$ cat src/rtl/dt_pkg.sv
package dt_pkg;

    typedef enum logic {
        MODE_DEAD  = 1'b0,
        MODE_DRIVE = 1'b1
    } dt_mode_e;

    typedef struct packed {
        logic hi;
        logic lo;
    } dt_pair_t;

    localparam dt_pair_t PAIR_OFF = '{hi: 1'b0, lo: 1'b0};

    function automatic dt_pair_t pair_from(dt_mode_e m, logic lvl);
        dt_pair_t p;
        p.hi = (m == MODE_DRIVE) && lvl;
        p.lo = (m == MODE_DRIVE) && !lvl;
        return p;
    endfunction

    function automatic int unsigned cnt_width(int unsigned n);
        return (n <= 2) ? 1 : $clog2(n);
    endfunction

endpackage

$ cat src/rtl/dt_sync.sv
module dt_sync #(
    parameter int unsigned WIDTH  = 3,
    parameter int unsigned STAGES = 2
) (
    input  logic             clk,
    input  logic             rst,
    input  logic [WIDTH-1:0] d,
    output logic [WIDTH-1:0] q
);
    logic [WIDTH-1:0] stg [STAGES];

    always_ff @(posedge clk) begin
        if (rst) begin
            for (int i = 0; i < int'(STAGES); i++) stg[i] <= '0;
        end else begin
            stg[0] <= d;
            for (int i = 1; i < int'(STAGES); i++) stg[i] <= stg[i-1];
        end
    end

    assign q = stg[STAGES-1];
endmodule

$ cat src/rtl/dt_phase_core.sv
module dt_phase_core
    import dt_pkg::*;
#(
    parameter int unsigned DEADTIME = 8
) (
    input  logic     clk,
    input  logic     rst,
    input  logic     cmd_s,
    output dt_pair_t pair_o
);
    localparam int unsigned CW = cnt_width(DEADTIME);
    localparam logic [CW-1:0] CNT_LAST = CW'(DEADTIME - 1);

    dt_mode_e        mode_q;
    logic            tgt_q;
    logic [CW-1:0]   cnt_q;

    always_ff @(posedge clk) begin
        if (rst) begin
            mode_q <= MODE_DEAD;
            tgt_q  <= 1'b0;
            cnt_q  <= '0;
        end else if (cmd_s != tgt_q) begin
            // new level or glitch: release outputs, restart the gap
            tgt_q  <= cmd_s;
            mode_q <= MODE_DEAD;
            cnt_q  <= '0;
        end else if (mode_q == MODE_DEAD) begin
            if (cnt_q == CNT_LAST) begin
                mode_q <= MODE_DRIVE;
                cnt_q  <= '0;
            end else begin
                cnt_q <= cnt_q + 1'b1;
            end
        end
    end

    assign pair_o = pair_from(mode_q, tgt_q);

    // checker: length of the current all-off stretch, saturating
    logic [CW:0] gap_q;
    always_ff @(posedge clk) begin
        if (rst)                        gap_q <= '0;
        else if (pair_o.hi || pair_o.lo) gap_q <= '0;
        else if (gap_q != (CW+1)'(DEADTIME)) gap_q <= gap_q + 1'b1;
    end

    AST_HOLD_DRIVE: assert property (@(posedge clk) disable iff (rst)
        (mode_q == MODE_DRIVE && cmd_s == tgt_q) |=> $stable(pair_o));

    AST_OFF_ON_CHANGE: assert property (@(posedge clk) disable iff (rst)
        ((pair_o.hi || pair_o.lo) && cmd_s != tgt_q) |=> (pair_o == PAIR_OFF));

    AST_GAP_EXACT: assert property (@(posedge clk) disable iff (rst)
        ((pair_o.hi || pair_o.lo) && !$past(pair_o.hi || pair_o.lo))
        |-> (gap_q == (CW+1)'(DEADTIME)));

    AST_GLITCH_HELD: assert property (@(posedge clk) disable iff (rst)
        (mode_q == MODE_DEAD && cmd_s != tgt_q) |=> (pair_o == PAIR_OFF));

    AST_RESET_DEAD: assert property (@(posedge clk) disable iff (rst)
        $past(rst) |-> (pair_o == PAIR_OFF));
endmodule

$ cat src/rtl/dt_gate.sv
module dt_gate
    import dt_pkg::*;
#(
    parameter int unsigned NUM_PH = 3
) (
    input  logic                  rst,
    input  dt_pair_t [NUM_PH-1:0] pairs,
    input  logic [NUM_PH-1:0]     ph_en,
    input  logic                  all_en,
    output logic [NUM_PH-1:0]     drv_hi,
    output logic [NUM_PH-1:0]     drv_lo
);
    for (genvar i = 0; i < int'(NUM_PH); i++) begin : g_ph
        logic pass;
        assign pass      = ph_en[i] && all_en && !rst;
        assign drv_hi[i] = pairs[i].hi && pass;
        assign drv_lo[i] = pairs[i].lo && pass;

        always_comb begin
            AST_PAIR_EXCLUSIVE: assert (!(drv_hi[i] && drv_lo[i]));
        end
    end
endmodule

$ cat src/rtl/dt_inject3.sv
module dt_inject3
    import dt_pkg::*;
#(
    parameter int unsigned NUM_PH      = 3,
    parameter int unsigned DEADTIME    = 8,
    parameter int unsigned SYNC_STAGES = 2
) (
    input  logic              clk,
    input  logic              rst,
    input  logic [NUM_PH-1:0] ph_cmd,
    input  logic [NUM_PH-1:0] ph_en,
    input  logic              all_en,
    output logic [NUM_PH-1:0] drv_hi,
    output logic [NUM_PH-1:0] drv_lo
);
    logic [NUM_PH-1:0]     cmd_s;
    dt_pair_t [NUM_PH-1:0] pairs;

    dt_sync #(.WIDTH(NUM_PH), .STAGES(SYNC_STAGES)) u_sync (
        .clk (clk),
        .rst (rst),
        .d   (ph_cmd),
        .q   (cmd_s)
    );

    for (genvar i = 0; i < int'(NUM_PH); i++) begin : g_core
        dt_phase_core #(.DEADTIME(DEADTIME)) u_core (
            .clk    (clk),
            .rst    (rst),
            .cmd_s  (cmd_s[i]),
            .pair_o (pairs[i])
        );
    end

    dt_gate #(.NUM_PH(NUM_PH)) u_gate (
        .rst    (rst),
        .pairs  (pairs),
        .ph_en  (ph_en),
        .all_en (all_en),
        .drv_hi (drv_hi),
        .drv_lo (drv_lo)
    );
endmodule

$ cat config.mk
export PLATFORM = sky130hd
export DESIGN_NAME = dt_inject3
export DESIGN_NICKNAME = d
export VERILOG_FILES = /design/src/rtl/dt_pkg.sv /design/src/rtl/dt_sync.sv /design/src/rtl/dt_phase_core.sv /design/src/rtl/dt_gate.sv /design/src/rtl/dt_inject3.sv
export SDC_FILE = /design/constraint.sdc
export NUM_CORES = 1
export LEC_CHECK = 0
export ABC_AREA = 1
export ABC_CLOCK_PERIOD_IN_PS = 1900
export BUFFER_PORTS_ARGS = -buffer_cell sky130_fd_sc_hd__buf_2
export CAP_MARGIN = 5
export CORE_UTILIZATION = 55
export CTS_CLUSTER_SIZE = 40
export DETAILED_ROUTE_END_ITERATION = 16
export PLACE_DENSITY_LB_ADDON = 0.12
export REMOVE_ABC_BUFFERS = 1
export SETUP_SLACK_MARGIN = 0.15
export SLEW_MARGIN = 20
export SYNTH_ARGS = -nofsm -noshare
export SYNTH_HDL_FRONTEND = slang
export SYNTH_HIERARCHICAL = 1
export SYNTH_SLANG_ARGS = --single-unit
$ cat constraint.sdc
create_clock -name clk -period 1.9 [get_ports clk]
set_input_delay 0.19 -clock clk [delete_from_list [all_inputs] [get_ports clk]]
set_output_delay 0.19 -clock clk [all_outputs]
set_load 0.005 [all_outputs]
==> impl_results.md <==
* Rows at 14
* Clock Latency Late Sink at 0.30 ns
* Largest fanout on the critical path at 6
* Pwr Total at 0.765 mW
* Setup TNS at 0 ns
* I/O Buffers at 14
* Synth area leaders: dfxtp_1 45%, nor2_1 13%, inv_1 12%
* Commonest non-fill, non-tap cell in the layout: nor2_1
* Skew final at 0.00661 ns
* Share of post-route cells with drive strength above 1 at between 10% and 20%
* Post-CTS setup buffer count at 0
* Crit path cell chain: inv_1 > nor2_1 > inv_1 > nor2_1 > buf_2
* Chip Width at about 43 um
* Area grow syn2layout at 10.4%
* Worst hold endpoint: u_sync/stg[0][1]
* I/O pin count at 15
* Synth top area share at 44.8%
* Die area at ~1900 sq um
* Critical Path Sink Type: primary output
* Multi-input gate area at 379 sq um
* Diode count at 0
* CP Data Required Time at 1.71 ns
* CTS tree: yes
* HPWL Detailed at 1050 um
* Most frequent cells in the layout: 33 x nor2_1, 31 x inv_1, 24 x nand2_1
* Hold path depth at 3
* Flops & latches, synth at 21
* Avg Cell Area, Syn at 7.06 sq um
* Highest clock rate at about 730 MHz
* Hold buffers post-CTS at 0
* Vias in the first global route at 634
* Post-synthesis sequential area ratio at 44.8%
* Switching Fraction at 24.0%
* Slew headroom at 85.6%
* Synth cell types at 10
* # setup viols final at 0
* CTS clk-pin slew, worst paths at 0.12 ns
* PwrDens at around 740 nW/um^2
* Met3 Wirelength at 37 um
* Worst-margin pin slew at 0.216 ns
* Detailed Route Iter0 Violations at 13
* Min Tclk post-route at 1.37 ns
* Hold Crit Start: ph_cmd[1]
* WL met2 at 581 um
* Post-Synthesis Cell Area at 938 sq um
* Root Driver: clkbuf_4
* Logic gate share of total power at 9.7%
* Num Clock Sinks at 21
* Via count at 731
* CTS Buf Count at 3
* Slew Viols, Final at 0
* Worst R2R Setup Slack at ~0.8 ns
* Highest metal used: met4
* Largest delay share family, worst path: flip-flops
* Startpoint types: flop
* DRC viols at 0
* Tot GR Track Use at 17.4%
* Storage element area at 420 sq um
* RSZ-0062 raised after global routing: no
* NumNets Final at approximately 160
* Final Cycle Share at 72.2%
* Drt wl/cell at roughly 8.0 um
* CTS max path bufs at 2
* Sequential share of power at 62.4%
* Mapped Cells at 133
* Worst Path Buf+Inv at 3
* Clock power frac at 27.9%
* Via/cell ratio at ~4.5
* Top cell type by total area after synthesis: dfxtp_1
* Switching power at 0.184 mW
* Peak VDD IR at 539 uV
* Initial antenna violation count at 0
* Worst reg2reg path endpoint: g_core[0].u_core/cnt_q[2]
* Placer Congestion at 0.785
* Final antenna-violating net count at 0
* Status: finished clean
* Core area at 1540 sq um
* Metal-1 WL at 684 um
* Static Leak at 0.526 nW
* CP Class: flop to primary output
* Resized cells post-CTS at 0
* Largest net degree at the start of global routing at 14
* GRT Residual Overflow at 0
* First-pass GRT wire length at approximately 2400 um
* Router iterations before antenna repair at 4
* Total Wirelength at 1310 um
* Die Y at 43.3 um
* R2R cell count at 5
* Critical R2R Launch: g_core[0].u_core/cnt_q[0]
* CP peak stage delay at roughly 0.45 ns
* Fillers at between 100 and 150
* Worst hold-check path type: primary input to flop
* Critical-path top delay cell: dfxtp_1
* Crit path arrival time at roughly 1.2 ns
* Utilization after layout at 67.2%
* P_int at 0.581 mW
* Endpoints failing hold at 0
* YS warnings at 6
* H-tree depth at 1
* Starting Density at between 60 and 70%
* Maxcap violations at 0
[area by class of cell]
type,instances,area share [%]
sequential,21,40.6
multi-input combinational,78,36.6
inverter,31,11.2
timing repair buffer,14,6.76
clock buffer,3,2.17
tap,16,1.93
clock inverter,1,0.725
[registers in the layout, indices dropped and copies added, names as in the netlist]
name and cells:
g_core.u_core/cnt_q 9, g_core.u_core/tgt_q 3, u_sync/stg 6, g_core.u_core/mode_q 3
[cells by family after synthesis]
logic type      Yosys count  synth area share (%)
compound gates            3                  1.60
buf+inv                  34                  14.8
fa+ha+maj                 6                  8.00
flops                    21                  44.8
simple gates             69                  30.8
[cell usage after synthesis]
master    number
inv_1         31
dfxtp_1       21
nand3_1        3
ha_1           6
buf_4          3
a21oi_1        3
nand3b_1       3
nor2_1        33
nand2_1       24
and2_1         6
[metrics by stage]
| step | hold WS, ns | setup slack, ns | std cells | area, sq um |
|---|---|---|---|---|
| global placement | 0.389 | 0.816 | 160 | 1010 |
| finish | 0.0760 | 0.529 | 164 | 1040 |
| floorplan | 0.261 | 0.847 | 130 | 916 |
| detailed placement | 0.392 | 0.787 | 160 | 1010 |
| global route | 0.0561 | 0.411 | 164 | 1040 |
| CTS | 0.0612 | 0.520 | 164 | 1040 |
[how the worst max path moves through the flow]
stage / cells past startpoint / slack (ns) / endpoint / from
finish: 5 / 0.53 / drv_lo[2] / g_core[2].u_core/mode_q
global route: 5 / 0.41 / drv_lo[2] / g_core[2].u_core/mode_q
CTS: 5 / 0.52 / drv_lo[2] / g_core[2].u_core/mode_q
detailed placement: 5 / 0.79 / g_core[1].u_core/cnt_q[2] / g_core[1].u_core/cnt_q[0]
global placement: 5 / 0.82 / g_core[1].u_core/cnt_q[2] / g_core[1].u_core/cnt_q[0]
floorplan: 5 / 0.85 / g_core[0].u_core/cnt_q[2] / g_core[0].u_core/cnt_q[0]
[power groups by stage]
stage / logic (mW) / registers, mW / clock network, mW
final: 0.0740 / 0.477 / 0.214
after global routing: 0.0903 / 0.481 / 0.247
after CTS: 0.0751 / 0.477 / 0.224
after detailed placement: 0.0744 / 0.487 / 0
after global placement: 0.0720 / 0.486 / 0
after floorplan: 0.0543 / 0.484 / 0
[layer usage]
| metal | track usage [%] | vias to the layer above |
|---|---|---|
| met5 | 0 | - |
| met4 | 9.09 | 0 |
| met3 | 3.83 | 2 |
| met2 | 28.1 | 11 |
| met1 | 21.7 | 308 |
| li1 | - | 410 |
[tightest hold or removal path, stage by stage]
cell and delay, ns:
buf_2 0.09, inv_1 0.04, nor2_1 0.03
Power figures use the tool's default switching activity.
